==> src/rtl/rs_pkg.sv <==
package rs_pkg;

    // Phase of one port's handshake sequence.
    typedef enum logic [1:0] {
        PH_ACCEPT  = 2'd0,  // waiting for an operand packet
        PH_ISSUE   = 2'd1,  // operand latched, still requesting the ALU
        PH_AWAIT   = 2'd2,  // request taken, waiting for the tagged result
        PH_DELIVER = 2'd3   // result latched, presenting it on the output
    } rs_phase_e;

endpackage

==> src/rtl/rs_prio_pick.sv <==
module rs_prio_pick #(
    parameter int N  = 4,
    parameter int IW = 2
) (
    input  logic [N-1:0]  req,
    output logic [N-1:0]  gnt,
    output logic          any,
    output logic [IW-1:0] idx
);

    // Lowest index wins: scan downwards so the last hit is the smallest.
    always_comb begin
        gnt = '0;
        idx = '0;
        for (int i = N - 1; i >= 0; i--) begin
            if (req[i]) begin
                gnt    = '0;
                gnt[i] = 1'b1;
                idx    = i[IW-1:0];
            end
        end
    end

    assign any = |req;

endmodule

==> src/rtl/rs_port_fsm.sv <==
module rs_port_fsm
    import rs_pkg::*;
#(
    parameter int DW = 16
) (
    input  logic          clk,
    input  logic          rst,
    // operand side
    input  logic          in_valid,
    input  logic [DW-1:0] in_data,
    output logic          in_ready,
    // ALU request side
    output logic          req_valid,
    output logic [DW-1:0] req_data,
    input  logic          grant,
    // ALU result side
    input  logic          rsp_hit,
    input  logic [DW-1:0] rsp_data,
    // result side
    input  logic          out_ready,
    output logic          out_valid,
    output logic [DW-1:0] out_data
);

    typedef struct packed {
        rs_phase_e     phase;
        logic [DW-1:0] hold;
    } port_st_t;

    port_st_t st_q, st_d;

    always_comb begin
        st_d = st_q;
        unique case (st_q.phase)
            PH_ACCEPT: begin
                if (in_valid) begin
                    if (grant) begin
                        st_d.phase = PH_AWAIT;
                    end else begin
                        st_d.phase = PH_ISSUE;
                        st_d.hold  = in_data;
                    end
                end
            end
            PH_ISSUE: begin
                if (grant) begin
                    st_d.phase = PH_AWAIT;
                end
            end
            PH_AWAIT: begin
                if (rsp_hit) begin
                    if (out_ready) begin
                        st_d.phase = PH_ACCEPT;
                    end else begin
                        st_d.phase = PH_DELIVER;
                        st_d.hold  = rsp_data;
                    end
                end
            end
            PH_DELIVER: begin
                if (out_ready) begin
                    st_d.phase = PH_ACCEPT;
                end
            end
            default: st_d.phase = PH_ACCEPT;
        endcase
    end

    always_ff @(posedge clk) begin
        if (rst) begin
            st_q <= '{phase: PH_ACCEPT, hold: '0};
        end else begin
            st_q <= st_d;
        end
    end

    assign in_ready  = (st_q.phase == PH_ACCEPT);
    assign req_valid = ((st_q.phase == PH_ACCEPT) && in_valid) || (st_q.phase == PH_ISSUE);
    assign req_data  = (st_q.phase == PH_ACCEPT) ? in_data : st_q.hold;
    assign out_valid = ((st_q.phase == PH_AWAIT) && rsp_hit) || (st_q.phase == PH_DELIVER);
    assign out_data  = (st_q.phase == PH_DELIVER) ? st_q.hold : rsp_data;

endmodule

==> src/rtl/rs_station.sv <==
module rs_station #(
    parameter int NPORT = 4,
    parameter int DW    = 16,
    parameter int TAG_W = (NPORT > 1) ? $clog2(NPORT) : 1
) (
    input  logic                clk,
    input  logic                rst,
    input  logic [NPORT-1:0]    in_valid,
    output logic [NPORT-1:0]    in_ready,
    input  logic [NPORT*DW-1:0] in_data,
    output logic [NPORT-1:0]    out_valid,
    input  logic [NPORT-1:0]    out_ready,
    output logic [NPORT*DW-1:0] out_data,
    output logic                alu_req_valid,
    input  logic                alu_req_ready,
    output logic [DW-1:0]       alu_req_data,
    output logic [TAG_W-1:0]    alu_req_tag,
    input  logic                alu_rsp_valid,
    input  logic [DW-1:0]       alu_rsp_data,
    input  logic [TAG_W-1:0]    alu_rsp_tag
);

    logic [NPORT-1:0] port_req;
    logic [NPORT-1:0] port_gnt;
    logic [NPORT-1:0] port_hit;
    logic [DW-1:0]    port_req_data [NPORT];

    rs_prio_pick #(
        .N  (NPORT),
        .IW (TAG_W)
    ) u_pick (
        .req (port_req),
        .gnt (port_gnt),
        .any (alu_req_valid),
        .idx (alu_req_tag)
    );

    for (genvar p = 0; p < NPORT; p++) begin : g_port
        assign port_hit[p] = alu_rsp_valid && (alu_rsp_tag == TAG_W'(p));

        rs_port_fsm #(
            .DW (DW)
        ) u_port (
            .clk       (clk),
            .rst       (rst),
            .in_valid  (in_valid[p]),
            .in_data   (in_data[p*DW +: DW]),
            .in_ready  (in_ready[p]),
            .req_valid (port_req[p]),
            .req_data  (port_req_data[p]),
            .grant     (port_gnt[p] && alu_req_ready),
            .rsp_hit   (port_hit[p]),
            .rsp_data  (alu_rsp_data),
            .out_ready (out_ready[p]),
            .out_valid (out_valid[p]),
            .out_data  (out_data[p*DW +: DW])
        );
    end

    // One-hot grant selects the operand that goes to the ALU.
    always_comb begin
        alu_req_data = '0;
        for (int p = 0; p < NPORT; p++) begin
            if (port_gnt[p]) begin
                alu_req_data = alu_req_data | port_req_data[p];
            end
        end
    end

endmodule

==> config.mk <==
export PLATFORM = sky130hd
export DESIGN_NAME = rs_station
export DESIGN_NICKNAME = d
export VERILOG_FILES = /design/src/rtl/rs_pkg.sv /design/src/rtl/rs_prio_pick.sv /design/src/rtl/rs_port_fsm.sv /design/src/rtl/rs_station.sv
export SDC_FILE = /design/constraint.sdc
export NUM_CORES = 1
export LEC_CHECK = 0
export BUFFER_PORTS_ARGS = -buffer_cell sky130_fd_sc_hd__buf_2
export CELL_PAD_IN_SITES_DETAIL_PLACEMENT = 0
export CELL_PAD_IN_SITES_GLOBAL_PLACEMENT = 1
export CORE_ASPECT_RATIO = 1.2
export CORE_MARGIN = 1
export CORE_UTILIZATION = 38
export CTS_CLUSTER_SIZE = 25
export DETAILED_ROUTE_END_ITERATION = 6
export PLACE_DENSITY = 0.91
export SLEW_MARGIN = 10
export SYNTH_ARGS = -nofsm -noshare
export SYNTH_HDL_FRONTEND = slang
export SYNTH_SLANG_ARGS = --single-unit
export TNS_END_PERCENT = 5
==> constraint.sdc <==
create_clock -name clk -period 2.9 [get_ports clk]
set_clock_uncertainty 0.15 [all_clocks]
set_input_delay 0 -clock clk [delete_from_list [all_inputs] [get_ports clk]]
set_output_delay 0 -clock clk [all_outputs]
set_load 0.005 [all_outputs]
After elaboration in Yosys (flattened, before gate mapping)
Cells that the tools add are included.

Bitwise logic cells: 3. Muxes and demuxes: 60. Reduce and logical (&&, ||, !) cells: 42. Magnitude comparators: 0. $mul: 0. Add/sub/neg operators: 0. Shift-type cells: 0. Divide/modulo/power cells: 0. Eq/ne operators: 39.

Operators by type and width (count): 2-to-1 mux 16 bit (20); 2-to-1 mux 18 bit (8); case mux 16 bit (2 select lines) (4); bitwise OR 16 bit (3); 2-to-1 mux 2 bit (20); != test 2 bit (second input constant) (16); case mux 2 bit (4 select lines) (4); == test 2 bit (second input constant) (10); AND reduction 5 bit (4); logical AND 1 bit (16); 2-to-1 mux 4 bit (4); != test 2 x 1 -> 1 bit (second input constant) (8); AND reduction 4 bit (4); == test 2 x 1 -> 1 bit (second input constant) (5); logical NOT 2 bit (5); logical OR 1 bit (8); nonzero test 2 bit (4); OR reduction 4 bit (1).

Bits in latches: 0. RAM bits: 0. Output and inout bits: 91. ROM bits: 0. Word-level logic and storage cells: 152. Memories: 0. Bits in registers: 72.

Longest topological paths before layout
Gate-level depths: netlist (run 1).

Word-level depth: 14. Depth in mapped cells: 8. Depth with buffers taken out: 4.

Modules after synthesis
A second synthesis (run 1) with hierarchy kept.

Cell total of the unflattened synthesis: 655. Area total of the unflattened synthesis: 6198.4 um2.

Modules (own cells, without submodules): rs_port_fsm (area an instance 1410.1 um2, times used 4, cells an instance 145, sequential area each 360.3 um2); rs_station (area an instance 499.2 um2, times used 1, cells an instance 65, sequential area each 0.0 um2); rs_prio_pick (area an instance 58.8 um2, times used 1, cells an instance 10, sequential area each 0.0 um2).

Least setup slack after synthesis (run 1)
OpenSTA, ideal clock, no wires.

Path type: register to register. Start: register g_port[2].u_port.st_q[16] (netlist bit). End: register g_port[3].u_port.st_q[0] (netlist bit). Setup time: 0.121 ns. Buffers on the path: 3. Arrival time: 1.883 ns. Setup slack: 0.746 ns. Stages on the path, launching flop included: 8. Cell sequence: dfxtp_1 > buf_6 > o21ba_1 > or3_1 > buf_2 > o211ai_4 > buf_4 > mux2_2.

Cells in the longest elaborated chain, start to end: 9. Elaborated cells on any way between the ends: 10.

RTL lines: start: declaration (line rs_port_fsm.sv:30) `port_st_t st_q, st_d;`; start signal: assignment (line rs_port_fsm.sv:71) `st_q <= '{phase: PH_ACCEPT, hold: '0};`; start signal: assignment (line rs_port_fsm.sv:73) `st_q <= st_d;`; logical NOT 2 bit (line rs_port_fsm.sv:78) `assign req_valid = ((st_q.phase == PH_ACCEPT) && in_valid) || (st_q.phase == PH_ISSUE);`; logical AND 1 bit (line rs_port_fsm.sv:78); logical OR 1 bit * (line rs_port_fsm.sv:78); 2-to-1 mux 4 bit * (3 in a row) (line rs_prio_pick.sv:16) `if (req[i]) begin`; logical AND 1 bit * (line rs_station.sv:51) `.grant (port_gnt[p] && alu_req_ready),`; != test 2 bit (no line) *; AND reduction 5 bit (no line) *; end signal: assignment (line rs_port_fsm.sv:71); end signal: assignment (line rs_port_fsm.sv:73); end: declaration (line rs_port_fsm.sv:30).

Mark *: on every way between the ends. The rest lies on a longest branch, timed or not. A chain may end at the register's enable or synchronous reset.

Final worst setup path (run 1)
Start: register g_port[2].u_port.st_q[17] (netlist bit). End: output alu_req_data[4].

Cells in the longest elaborated chain, start to end: 13. Elaborated cells on any way between the ends: 15.

RTL lines: logical NOT 2 bit (line rs_port_fsm.sv:78, rs_port_fsm.sv:79); logical AND 1 bit (line rs_port_fsm.sv:78); logical OR 1 bit (line rs_port_fsm.sv:78); 2-to-1 mux 4 bit (3 in a row) (line rs_prio_pick.sv:16); 2-to-1 mux 16 bit (line rs_station.sv:64) `if (port_gnt[p]) begin`; bitwise OR 16 bit (line rs_station.sv:65) `alu_req_data = alu_req_data | port_req_data[p];`; 2-to-1 mux 16 bit (line rs_station.sv:64); bitwise OR 16 bit (line rs_station.sv:65); 2-to-1 mux 16 bit (line rs_station.sv:64); bitwise OR 16 bit (line rs_station.sv:65); 2-to-1 mux 16 bit * (line rs_station.sv:64); end: declaration (line rs_station.sv:16) `output logic [DW-1:0] alu_req_data,`.

Marked as above.

==> summary.md, run 1 <==
The area growth from synthesis to final layout was 41.89%; the global placement routability congestion was 0.8461. The logs give 2.53 ns for the arrival time of the worst setup path and 0 for the count of synthesis-stage warnings from yosys. The setup check on the worst reg-to-reg path leaves a slack of 0.43 ns. The biggest area contributor in the post-synthesis netlist is dfxtp_1. The tools report the clock latency on the worst-skew pair as 0.34 ns. The die is 112.4 µm wide.

Synthesis produced a netlist whose cell count is 612. The final sum of negative setup slack came out at 0 ns. Setup repair after global routing left no endpoint under its margin. The run gives 26.62% as the aggregate global-route resource usage.

The logs give 0 for the number of endpoints failing setup at the final stage and 0 for the global route total overflow. The tools report the category of the worst setup path launch point as a flip-flop. The highest ir drop seen on vdd is 217.1 µV, and the sequential area share after synthesis is 25.92%. The highest achievable clock rate is 373.5 MHz, and the final clock period utilization by the worst path is 92.32%. The tools report the origin of the critical flop-to-flop path as g_port[2].u_port.st_q[17]$_SDFFE_PP0P_. Once layout is complete, the utilization of the core stands at 54.98%.

The number of optimization iterations in the first detailed-route pass was 5. The top cell type by area accounts for 25.92% of the synthesized area. Final wirelength: 20.65 mm. Of all nets on the critical path, the largest fanout is 16. The critical path goes through o21ba_1 -> or3_1 -> or3_4 -> o221ai_1 -> buf_2.

From bottom edge to top edge, the die measures 134.5 µm. The per-cell via count in the routed design is 5.791, and the maximum number of pins on one net before global-route repair is 45. In this run the remaining antenna-violating nets after routing total 0.

Pin placement for this block handled 185 I/O pins. The die covers 0.01513 mm². Once detailed placement completed, the half-perimeter wirelength came to 14.13 mm.

The count of input and output buffers was 184. The post-route worst hold slack was 0.02521 ns. TritonCTS built the clock tree. Timing analysis after detailed placement gives a worst setup slack of 0.3211 ns.

The source of the critical timing path was g_port[2].u_port.st_q[17]$_SDFFE_PP0P_. For hold timing, the worst endpoint is g_port[0].u_port.st_q[4]$_SDFFE_PP0P_. In the final layout, the share of cells above drive strength 1 is 37.31%. The H-tree was split into 3 levels. For this block, the initial DRC count from the detailed router was 436. Clock tree synthesis inserted a total of 9 buffers. The static power due to leakage is 3.603 nW, and the mean cell area of the mapped netlist is 9.088 µm². For the synthesized cell area, the log shows 0.005562 mm². The area of the placeable core was 0.01435 mm².

STA puts the critical path data required time at 2.75 ns. The total stage count of the critical path was 5. The power density normalized to cell area is 456.4 mW/mm². The element type at the critical path end is an output port.

For this run, design rule violations remaining after detail routing come to 0. The routed design could run at a clock period as short as 2.677 ns. The completed layout was analyzed and its total power is 3.602 mW.

The run finished with clean final reports. Class of the most critical hold timing path: primary input to flip-flop. The register with the most flip-flops in the layout has 72 of them. In the final layout, the registers with the most flip-flops are g_port.u_port.st_q: 72 flops. The count of maximum capacitance violations is 0. Setup slack on the critical path of the routed design comes to 0.2227 ns. The run gives 30.99 mm as the first-pass GRT wire length. The run gives 0 as the number of hold violations in the final report.

Largest delay contributor family on the critical path: simple AND/OR/NAND/NOR gates. The tools report the final count of pins violating max slew as 0. The category of the most critical setup path was flip-flop to output port. Counting instances, the worst hold path has a depth of 4. The synthesis-stage register bit count came out at 72. More flip-flops sit in one register than any other, and that register is g_port.u_port.st_q. By area the synthesized netlist is led by dfxtp_1 26%, mux2i_1 17%, mux2_2 16%, a21oi_1 6.3%, clkbuf_1 2.8%. The worst relative slew slack is 36.46%. When the netlist entered floorplanning its net count stood at 706.

In this design, the stage delay of the slowest critical-path cell is 0.54 ns. The floorplan has 48 rows. The run gives 38.75% as the initial standard-cell utilization of the core.

The run gives 0 as the initial antenna violation count. The via count of the first global-routing pass is 5,717. The clock input transition at the sequential cells of the worst setup and hold paths is 0.06 ns.

In this run the most critical hold path is launched from alu_rsp_data[4]. In this run, distinct cell masters in the synthesized netlist total 42. The transition at the pin with the smallest max-transition slack came out at 0.9525 ns.

The repair_antennas step left the layout with diodes totalling 0. The buffer and inverter count on the worst path was 1; the worst-case clock buffer depth was 2. After detailed routing, the average wire length per cell comes to 19.90 µm. The number of sinks driven by the clock tree is 72, and the number of cells on the worst reg-to-reg path is 4. The vias after detailed routing was 6,011. The slowest cell on the critical path was dfxtp_1. The tools report the clock tree root buffer cell as clkbuf_16. In this run the critical register-to-register path is captured at g_port[3].u_port.st_q[5]$_SDFFE_PP0P_.

Final-stage net count: 952.
[logic make-up (layout without fill, tap and decap cells)]
kind of cell / after synthesis / count (layout) / share of synthesized area, %
compound gates: 206 / 206 / 26.70
buf+inv: 79 / 330 / 6.547
flops: 72 / 72 / 25.92
mux: 176 / 176 / 33.48
simple gates: 79 / 79 / 7.357
[worst max path at each step]
stage,endpoint,slack (ns)
after floorplan,g_port[3].u_port.st_q[0]$_SDFFE_PP0P_,0.75
after global placement,alu_req_data[1],0.39
after detailed placement,alu_req_data[2],0.32
after CTS,alu_req_data[2],0.03
after global routing,alu_req_data[4],0.16
final,alu_req_data[4],0.22
[cells in the final DEF (no fill, tap or decap), types with 9 or more instances in the layout]
cell	count
a22oi_1	16
o221ai_2	10
nor2_1	27
o21a_1	19
nor2b_1	19
o22a_1	16
a311oi_1	16
buf_2	184
buf_4	18
a21oi_1	70
o22ai_1	16
a211oi_1	17
clkbuf_16	9
dfxtp_1	72
dlygate4sd3_1	103
mux2_2	80
mux2i_1	96
[power by group]
group | internal (mW) | switching [mW]
clock network | 0.710 | 0.448
registers | 1.09 | 0.0874
logic | 0.620 | 0.641
[timing repair]
| action | CTS | global route |
|---|---|---|
| endpoints found under the setup margin | 12 | 16 |
| hold endpoints to repair | 71 | 0 |
| cloned | 0 | 0 |
| buffers inserted | 0 | 0 |
| gates resized for setup | 1 | 1 |
| hold buffers | 103 | 0 |
[worst reg2reg max path, delay by kind of cell (launching register included)]
kind | cells | cell delay, ns
simple gates | 1 | 0.46
mux | 1 | 0.41
compound gates | 2 | 0.80
flops | 1 | 0.54
[area by class of cell]
class	count	area (µm²)
clock buffers	11	252.7
clock inverters	5	55.05
fillers	1309	6462
inverters	8	30.03
multi-input cells	461	3786
flip-flops and latches	72	1441
well taps	175	219.0
repair buffers	306	2107
[synthesized netlist by cell type (all sizes together)]
master,n
nand2,8
o21a,19
mux2i,96
dfxtp,72
nor2,31
o211ai,1
a31oi,2
o22ai,16
nand4,2
o21ba,3
a21oi,70
o22a,16
o21bai,2
nor3,1
clkbuf,41
o221ai,16
a221oi,2
buf,30
a22oi,16
a311oi,16
a211oi,17
a31o,1
nand4b,3
nor2b,19
and3b,1
a2111oi,1
or3b,2
inv,8
nand2b,5
a32oi,2
or2,1
mux2,80
or3,2
nand3,3
and2,1
o21ai,6
[per-layer routing]
| metal | GRT usage, % | wire, µm | vias up |
|---|---|---|---|
| met3 | 3.097 | 1161 | 46 |
| li1 | - | - | 2824 |
| met1 | 32.66 | 8546 | 2861 |
| met2 | 45.48 | 10050 | 280 |
| met4 | 14.81 | 898 | 0 |
| met5 | 0 | 0 | - |
[per-stage QoR]
| step | instances | instance area [µm²] |
|---|---|---|
| floorplan | 612 | 5562 |
| global placement | 919 | 6548 |
| detailed placement | 919 | 6548 |
| CTS | 1038 | 7888 |
| global route | 1038 | 7891 |
| finish | 1038 | 7891 |
Note: power is estimated with default switching activity, not from simulation.
==> run 2: changes to the inputs <==
- clock period: 2.9 -> 3 ns (I/O delays scaled with it)
==> run 2 against run 1 <==
Net effect:
- cell area is 0.13% lower
- final cell count is 0.29% lower
- largest cell class unchanged
- largest power group is now the clock network
- utilization is 0.070 points lower
- critical endpoint unchanged
==> summary.md, run 2 (same netlist as run 1, synthesis figures left out) <==
The run finished with clean final reports. The worst hold path belongs to the class primary input to flip-flop. The worst setup path is launched from a flip-flop. The static power due to leakage was 3.606 nW (about the same); the number of optimization iterations in the first detailed-route pass was 5 (unchanged). Category of the most critical setup path: flip-flop to output port. Power density normalized to cell area: 456.4 mW/mm² (about the same). In the layout the commonest cells are 184 x buf_2, 101 x dlygate4sd3_1, 96 x mux2i_1. Number of hold violations in the final report: 0 (unchanged). The tools report the full die area as 0.01513 mm² (unchanged).

The run gives 2.459 mW (+1.4%) as the internal portion of total power. The H-tree depth was 3 (unchanged); the arrival time of the worst setup path was 2.72 ns (+0.19 ns). The number of flip-flops in the largest register was 72 (unchanged). For the global placement routability congestion, the log shows 0.8519 (+0.69%). TritonCTS built the clock tree. The number of cells on the worst reg-to-reg path was 4 (unchanged); the global route total overflow was 0 (unchanged). The run gives 27.48% (+0.86 points) as the aggregate global-route resource usage. Origin of the critical flop-to-flop path: g_port[0].u_port.st_q[17]$_SDFFE_PP0P_.

The tools report the number of nets with antenna violations after detailed routing as 0 (unchanged). The largest registers in the layout are g_port.u_port.st_q: 72 flops. The initial standard-cell utilization of the core is 38.75% (unchanged).

The startpoint identified for the worst hold timing path is alu_rsp_data[8]. The via count of the first global-routing pass was 5,712 (-0.087%). The clock latency on the worst-skew pair is 0.33 ns (about the same). The internal reg-to-reg setup slack is 0.55 ns (+0.12 ns), and the final sum of negative setup slack is 0 ns (unchanged). The clock network power share was 34.4% (+2.2 points). The transition at the pin with the smallest max-transition slack came out at 0.9281 ns (-0.02440 ns). The first-pass GRT wire length is 32.06 mm (+3.5%).

The worst setup path is captured at an output port. The maximum number of pins on one net before global-route repair is 40 (-11%), and the maximum net fanout on the critical path is 16 (unchanged). The sum of internal, switching and leakage power is 3.597 mW (-0.14%). Post-placement cell area: 0.006535 mm² (-0.19%). The number of design-rule violations left by the first detailed-router iteration was 456 (+4.6%); the combinational power share was 33.8% (-1.2 points).

The die boundary height was 134.5 µm (unchanged); the total CTS buffers was 9 (unchanged). The number of sinks driven by the clock tree came out at 72 (unchanged). The total inserted antenna cells came out at 0 (unchanged).

The number of ports placed on the die boundary was 185 (unchanged); the number of rows created at floorplan was 48 (unchanged). CTS placed an instance of clkbuf_16 at the clock tree root. Timing would allow up to 348.7 MHz. The floorplan die width is 112.4 µm (unchanged). The per-cell via count in the routed design was 5.797 (+0.11%). The run gives 0 (unchanged) as the count of maximum capacitance violations.

The detail-routed net length per standard cell was 20.29 µm (+2.0%); the final clock period utilization by the worst path was 95.61%. The area of the placeable core was 0.01435 mm² (unchanged). Setup repair after global routing left no endpoint under its margin. The final-stage net count was 950 (-0.21%); the final count of pins violating max slew was 0 (unchanged). The run gives 38.09% (+1.6 points) as the worst relative slew slack. The tools report the vias after detailed routing as 6,000 (-0.18%). The source of the critical timing path was g_port[2].u_port.st_q[17]$_SDFFE_PP0P_. Number of instances in the placed design: 919 (unchanged). The end of the critical path is alu_req_data[4].

The logs give 0.003782 mm² (about the same) for the footprint of the multi-input gates and 1,357 (+3.7%) for the final-layout fill cell count. The switching power share of the total is 31.63% (-1.0 points). The most common cell after layout, fill and taps aside is buf_2. The clock period could shrink to 2.868 ns.

The area occupied by registers came out at 0.001441 mm² (unchanged). The clock input transition at the sequential cells of the worst setup and hold paths came out at 0.06 ns (about the same). The logs give 0 (unchanged) for the number of setup buffers added after CTS and 0 (unchanged) for the initial antenna violation count. The HPWL after detailed placement is 14.45 mm (+2.3%), and the number of endpoints failing setup at the final stage is 0 (unchanged). The share of post-route cells with drive strength above 1 works out to 37.33% (about the same). The highest ir drop seen on vdd came out at 293.8 µV (+35%). The count of input and output buffers was 184 (unchanged). Sequential power share: 31.9% (-0.9 points). Ranked by flip-flop count, first place goes to g_port.u_port.st_q. The total non-filler cell area in the finished layout was 0.007881 mm² (-0.13%); the area growth from synthesis to final layout was 41.71%.

The remaining routing DRC violations came out at 0 (unchanged). The required arrival time at the worst endpoint was 2.85 ns (+0.10 ns). The worst reg2reg path endpoint is g_port[3].u_port.st_q[4]$_SDFFE_PP0P_. The count of non-filler cells in the finished layout is 1,035 (-0.29%).

Final wirelength: 21.00 mm (+1.7%). The worst-case clock buffer depth came out at 2 (unchanged). The net switching power came out at 1.138 mW (-3.3%).
## run 2: area by class of cell
| type | instances | area share [%] |
|---|---|---|
| sequential | 72 | 18.29 |
| multi-input combinational | 461 | 47.99 |
| tap | 175 | 2.778 |
| timing repair buffer | 304 | 26.32 |
| inverter | 8 | 0.3810 |
| clock buffer | 9 | 2.858 |
| clock inverter | 6 | 1.381 |
## run 2: per-layer routing
layer,share of wire [%],vias to the layer above,wire length [µm],track usage [%]
met5,0,-,0,0
met4,3.9,0,827,13.41
met1,42,2874,8725,33.68
met2,50,265,10410,47.20
li1,-,2812,-,-
met3,4.9,49,1028,4.039
## run 2: worst min path at each step
stage / depth (start not counted) / slack [ns] / endpoint
after floorplan: 1 / -0.05 / g_port[2].u_port.st_q[16]$_SDFFE_PP0P_
after global placement: 2 / 0.08 / g_port[0].u_port.st_q[17]$_SDFFE_PP0P_
after detailed placement: 2 / 0.06 / g_port[0].u_port.st_q[17]$_SDFFE_PP0P_
after CTS: 3 / 0.001 / g_port[2].u_port.st_q[8]$_SDFFE_PP0P_
after global routing: 3 / 0.02 / g_port[2].u_port.st_q[8]$_SDFFE_PP0P_
final: 3 / 0.008 / g_port[2].u_port.st_q[8]$_SDFFE_PP0P_
## run 2: timing repair
| item | in CTS | in global routing |
|---|---|---|
| gates resized for setup | 0 | 1 |
| endpoints found under the setup margin | 0 | 13 |
| hold buffers | 101 | 0 |
| endpoints found under the hold margin | 71 | 0 |
## run 2: power groups by stage
stage / clock, mW / sequential, mW / combinational (mW)
after floorplan: 0 / 1.13 / 0.713
after global placement: 0 / 1.16 / 1.06
after detailed placement: 0 / 1.16 / 1.07
after CTS: 1.25 / 1.14 / 1.20
after global routing: 1.29 / 1.16 / 1.30
final: 1.24 / 1.15 / 1.21
## run 2: worst max-delay path: stages (launching register included)
cell      delay [ns]
dfxtp_1         0.53
o21ba_1         0.23
or3_1           0.46
or3_2           0.70
o221ai_1        0.29
buf_2           0.15
## run 2: through the flow
step                utilization, %  setup slack, ns  hold slack, ns
floorplan                        -           0.8459        -0.05082
global placement             45.53           0.4930         0.07803
detailed placement           45.53           0.3805         0.06269
CTS                          54.90          0.03447        0.001435
global route                 54.91          0.04493         0.02339
finish                       54.91           0.1318        0.008307
==> run 3: changes to the inputs <==
- CORE_UTILIZATION: 38 -> 39
- CTS_BUF_LIST: default -> sky130_fd_sc_hd__clkbuf_8
- PLACE_DENSITY: 0.91 -> 0.93
==> run 3 against run 2 <==
Net effect:
- the flow now finishes with violations (design-rule violations)
- combinational power hardly changed
- final cell count rose by 0.29%
- via count grew 0.83%
- critical path type unchanged
- largest cell class unchanged
==> summary.md, run 3 (same netlist as run 1, synthesis figures left out) <==
The flow ran to the end, but the final reports show violations. The final reports fail on design-rule violations. Area of the placeable core: 0.01388 mm² (-3.3%). The vias after detailed routing was 6,050 (+0.83%); the final clock period utilization by the worst path was 90.45% (-5.2 points).

The maximum net fanout on the critical path came out at 16 (unchanged). The root buffer cell chosen for the clock tree is clkbuf_8. For the final wirelength, the log shows 21.09 mm (+0.47%). The slack of the critical path came out at 0.2865 ns (+0.1547 ns). Area occupied by registers: 0.001441 mm² (unchanged). The tools report the worst-case clock buffer depth as 2 (unchanged). The internal reg-to-reg setup slack is 0.48 ns (-0.07 ns), and the arrival time of the worst setup path is 2.56 ns (-0.16 ns). The logs give 0 ns (unchanged) for the final sum of negative setup slack and 0.01474 mm² (-2.5%) for the full die area.

The number of ports placed on the die boundary is 185 (unchanged). The remaining routing DRC violations was 20 (+20); the H-tree depth was 3 (unchanged). The transition at the pin with the smallest max-transition slack works out to 1.170 ns (+0.2420 ns). The number of flip-flops in the largest register came out at 72 (unchanged). TritonCTS built the clock tree. The minimum clock period after layout is 2.713 ns (-0.1547 ns), and the total CTS buffers is 9 (unchanged). The count of input and output buffers is 184 (unchanged). The tools report the worst reg2reg path endpoint as g_port[3].u_port.st_q[10]$_SDFFE_PP0P_.

The die boundary height was 132.8 µm (-1.3%). Walking the worst path, the cells encountered are o21ba_1 -> or3_1 -> or3_4 -> o221ai_1 -> buf_2. The tools report the post-placement worst setup slack as 0.3921 ns (+0.01155 ns).

The tools report the highest achievable clock rate as 368.5 MHz (+5.7%). The maximum cell stage delay along the critical path came out at 0.53 ns (-0.17 ns). The number of design-rule violations left by the first detailed-router iteration was 493 (+8.1%); the first-pass GRT wire length was 32.59 mm (+1.6%).

The detail-routed net length per standard cell works out to 20.32 µm (+0.18%). Most common cell after layout, fill and taps aside: buf_2. The footprint of the multi-input gates came out at 0.003786 mm² (about the same).

Class of the most critical hold timing path: primary input to flip-flop. Number of rows created at floorplan: 47 (-2.1%). The worst hold path terminates at g_port[0].u_port.st_q[15]$_SDFFE_PP0P_. The run gives 0 (unchanged) as the global route total overflow.

The total inserted antenna cells was 0 (unchanged). The element type at the critical path end is an output port. The number of nets with antenna violations after detailed routing was 0 (unchanged). The tools report the highest ir drop seen on vdd as 191.7 µV (-35%). The static power due to leakage was 3.564 nW (-1.2%); the number of endpoints failing setup at the final stage was 0 (unchanged).

The number of optimization iterations in the first detailed-route pass was 7 (+2). The share of post-route cells with drive strength above 1 works out to 36.56% (-0.76 points). The cell depth of the worst min-delay path was 4 (+1); the per-cell via count in the routed design was 5.829 (+0.54%).

The maximum number of pins on one net before global-route repair was 61 (+53%). The tools report the final-layout fill cell count as 1,289 (-5.0%). Counting flops per register, the top entry is g_port.u_port.st_q. Relative to the synthesized area, the layout overhead comes to 39.84%. The slowest cell on the critical path was dfxtp_1. For the required arrival time at the worst endpoint, the log shows 2.85 ns (about the same). Via count of the first global-routing pass: 5,785 (+1.3%).

The number of cells on the worst reg-to-reg path was 4 (unchanged). The number of hold violations in the final report came out at 0 (unchanged). The run gives 14.41 mm (-0.32%) as the HPWL after detailed placement. In this run the most critical hold path is launched from alu_rsp_data[15].

The post-route worst hold slack is 0.01521 ns (+0.006906 ns). The worst setup path is launched from a flip-flop. The initial standard-cell utilization of the core is 40.07% (+1.3 points).

The power density normalized to cell area came out at 389.0 mW/mm² (-15%). The largest registers in the layout are g_port.u_port.st_q: 72 flops. Source of the critical timing path: g_port[2].u_port.st_q[17]$_SDFFE_PP0P_. The tools report the final-stage net count as 959 (+0.95%).

The run gives 0 (unchanged) as the final count of pins violating max slew. In the layout the commonest cells are 184 x buf_2, 110 x dlygate4sd3_1, 96 x mux2i_1. The clock input transition at the sequential cells of the worst setup and hold paths is 0.08 ns (+0.02 ns).

The run gives 28.51% (+1.0 points) as the aggregate global-route resource usage. Setup repair after global routing left no endpoint under its margin. The run gives 21.99% (-16 points) as the worst relative slew slack. The count of maximum capacitance violations was 0 (unchanged); the floorplan die width was 111.0 µm (-1.3%).

The category of the most critical setup path was flip-flop to output port. The clock latency on the worst-skew pair was 0.36 ns (+0.03 ns); the number of setup buffers added after CTS was 0 (unchanged). The tools report the global placement routability congestion as 0.8674 (+1.8%). The number of sinks driven by the clock tree is 72 (unchanged), and the initial antenna violation count is 0 (unchanged). The startpoint identified for the worst register-to-register timing path is g_port[2].u_port.st_q[17]$_SDFFE_PP0P_.
[run 3: changes by cell type in the layout (fill, tap and decap cells not counted), sizes merged]
| cell | previous run | this run |
|---|---|---|
| dlygate4sd3 | 101 | 110 |
| bufinv | 3 | 0 |
| clkinv | 3 | 2 |
| inv | 8 | 10 |
[run 3: stage by stage]
step	total power [mW]	cell area [µm²]	std cells	util, %
6_report	3.025	7777	1038	56.04
2_1_floorplan	1.840	5562	612	-
3_3_place_gp	2.222	6530	915	47.05
5_1_grt	3.176	7777	1038	56.04
3_5_place_dp	2.233	6530	915	47.05
4_1_cts	3.005	7774	1038	56.01
[run 3: area by class of cell]
class,count,share of cell area (%)
multi-input cells,461,48.68
well taps,171,2.751
inverters,8,0.3861
clock inverters,4,0.2252
repair buffers,313,27.83
flip-flops and latches,72,18.53
clock buffers,9,1.593
[run 3: power by group]
| part | leakage [nW] | switching (mW) | internal (mW) |
|---|---|---|---|
| Clock | 0.0832 | 0.369 | 0.278 |
| Sequential | 0.594 | 0.0863 | 1.06 |
| Combinational | 2.89 | 0.628 | 0.607 |
[run 3: per-layer routing]
metal | vias to the layer above | wire, µm | global-route usage [%]
met5 | - | 0 | 0
met4 | 0 | 663 | 12.84
met3 | 37 | 1465 | 3.527
met2 | 332 | 10630 | 49.90
met1 | 2858 | 8334 | 34.92
li1 | 2823 | - | -
[run 3: timing repair]
item                       CTS  global route
setup endpoints to repair    1            16
hold endpoints to repair    71             0
pin swaps                    0             0
hold buffers               110             0
resized for setup            1             1
[run 3: how the worst max path moves through the flow]
stage | end | cells after the start
2_1_floorplan | g_port[3].u_port.st_q[0]$_SDFFE_PP0P_ | 7
6_report | alu_req_data[2] | 5
5_1_grt | alu_req_data[15] | 5
4_1_cts | alu_req_data[2] | 5
3_3_place_gp | alu_req_data[1] | 5
3_5_place_dp | alu_req_data[2] | 5
[run 3: worst max-delay path, delay by kind of cell, from the launching register on]
| family | cells | cell delay (ns) |
|---|---|---|
| flops | 1 | 0.53 |
| compound gates | 2 | 0.51 |
| simple gates | 2 | 1.00 |
| buf+inv | 1 | 0.16 |
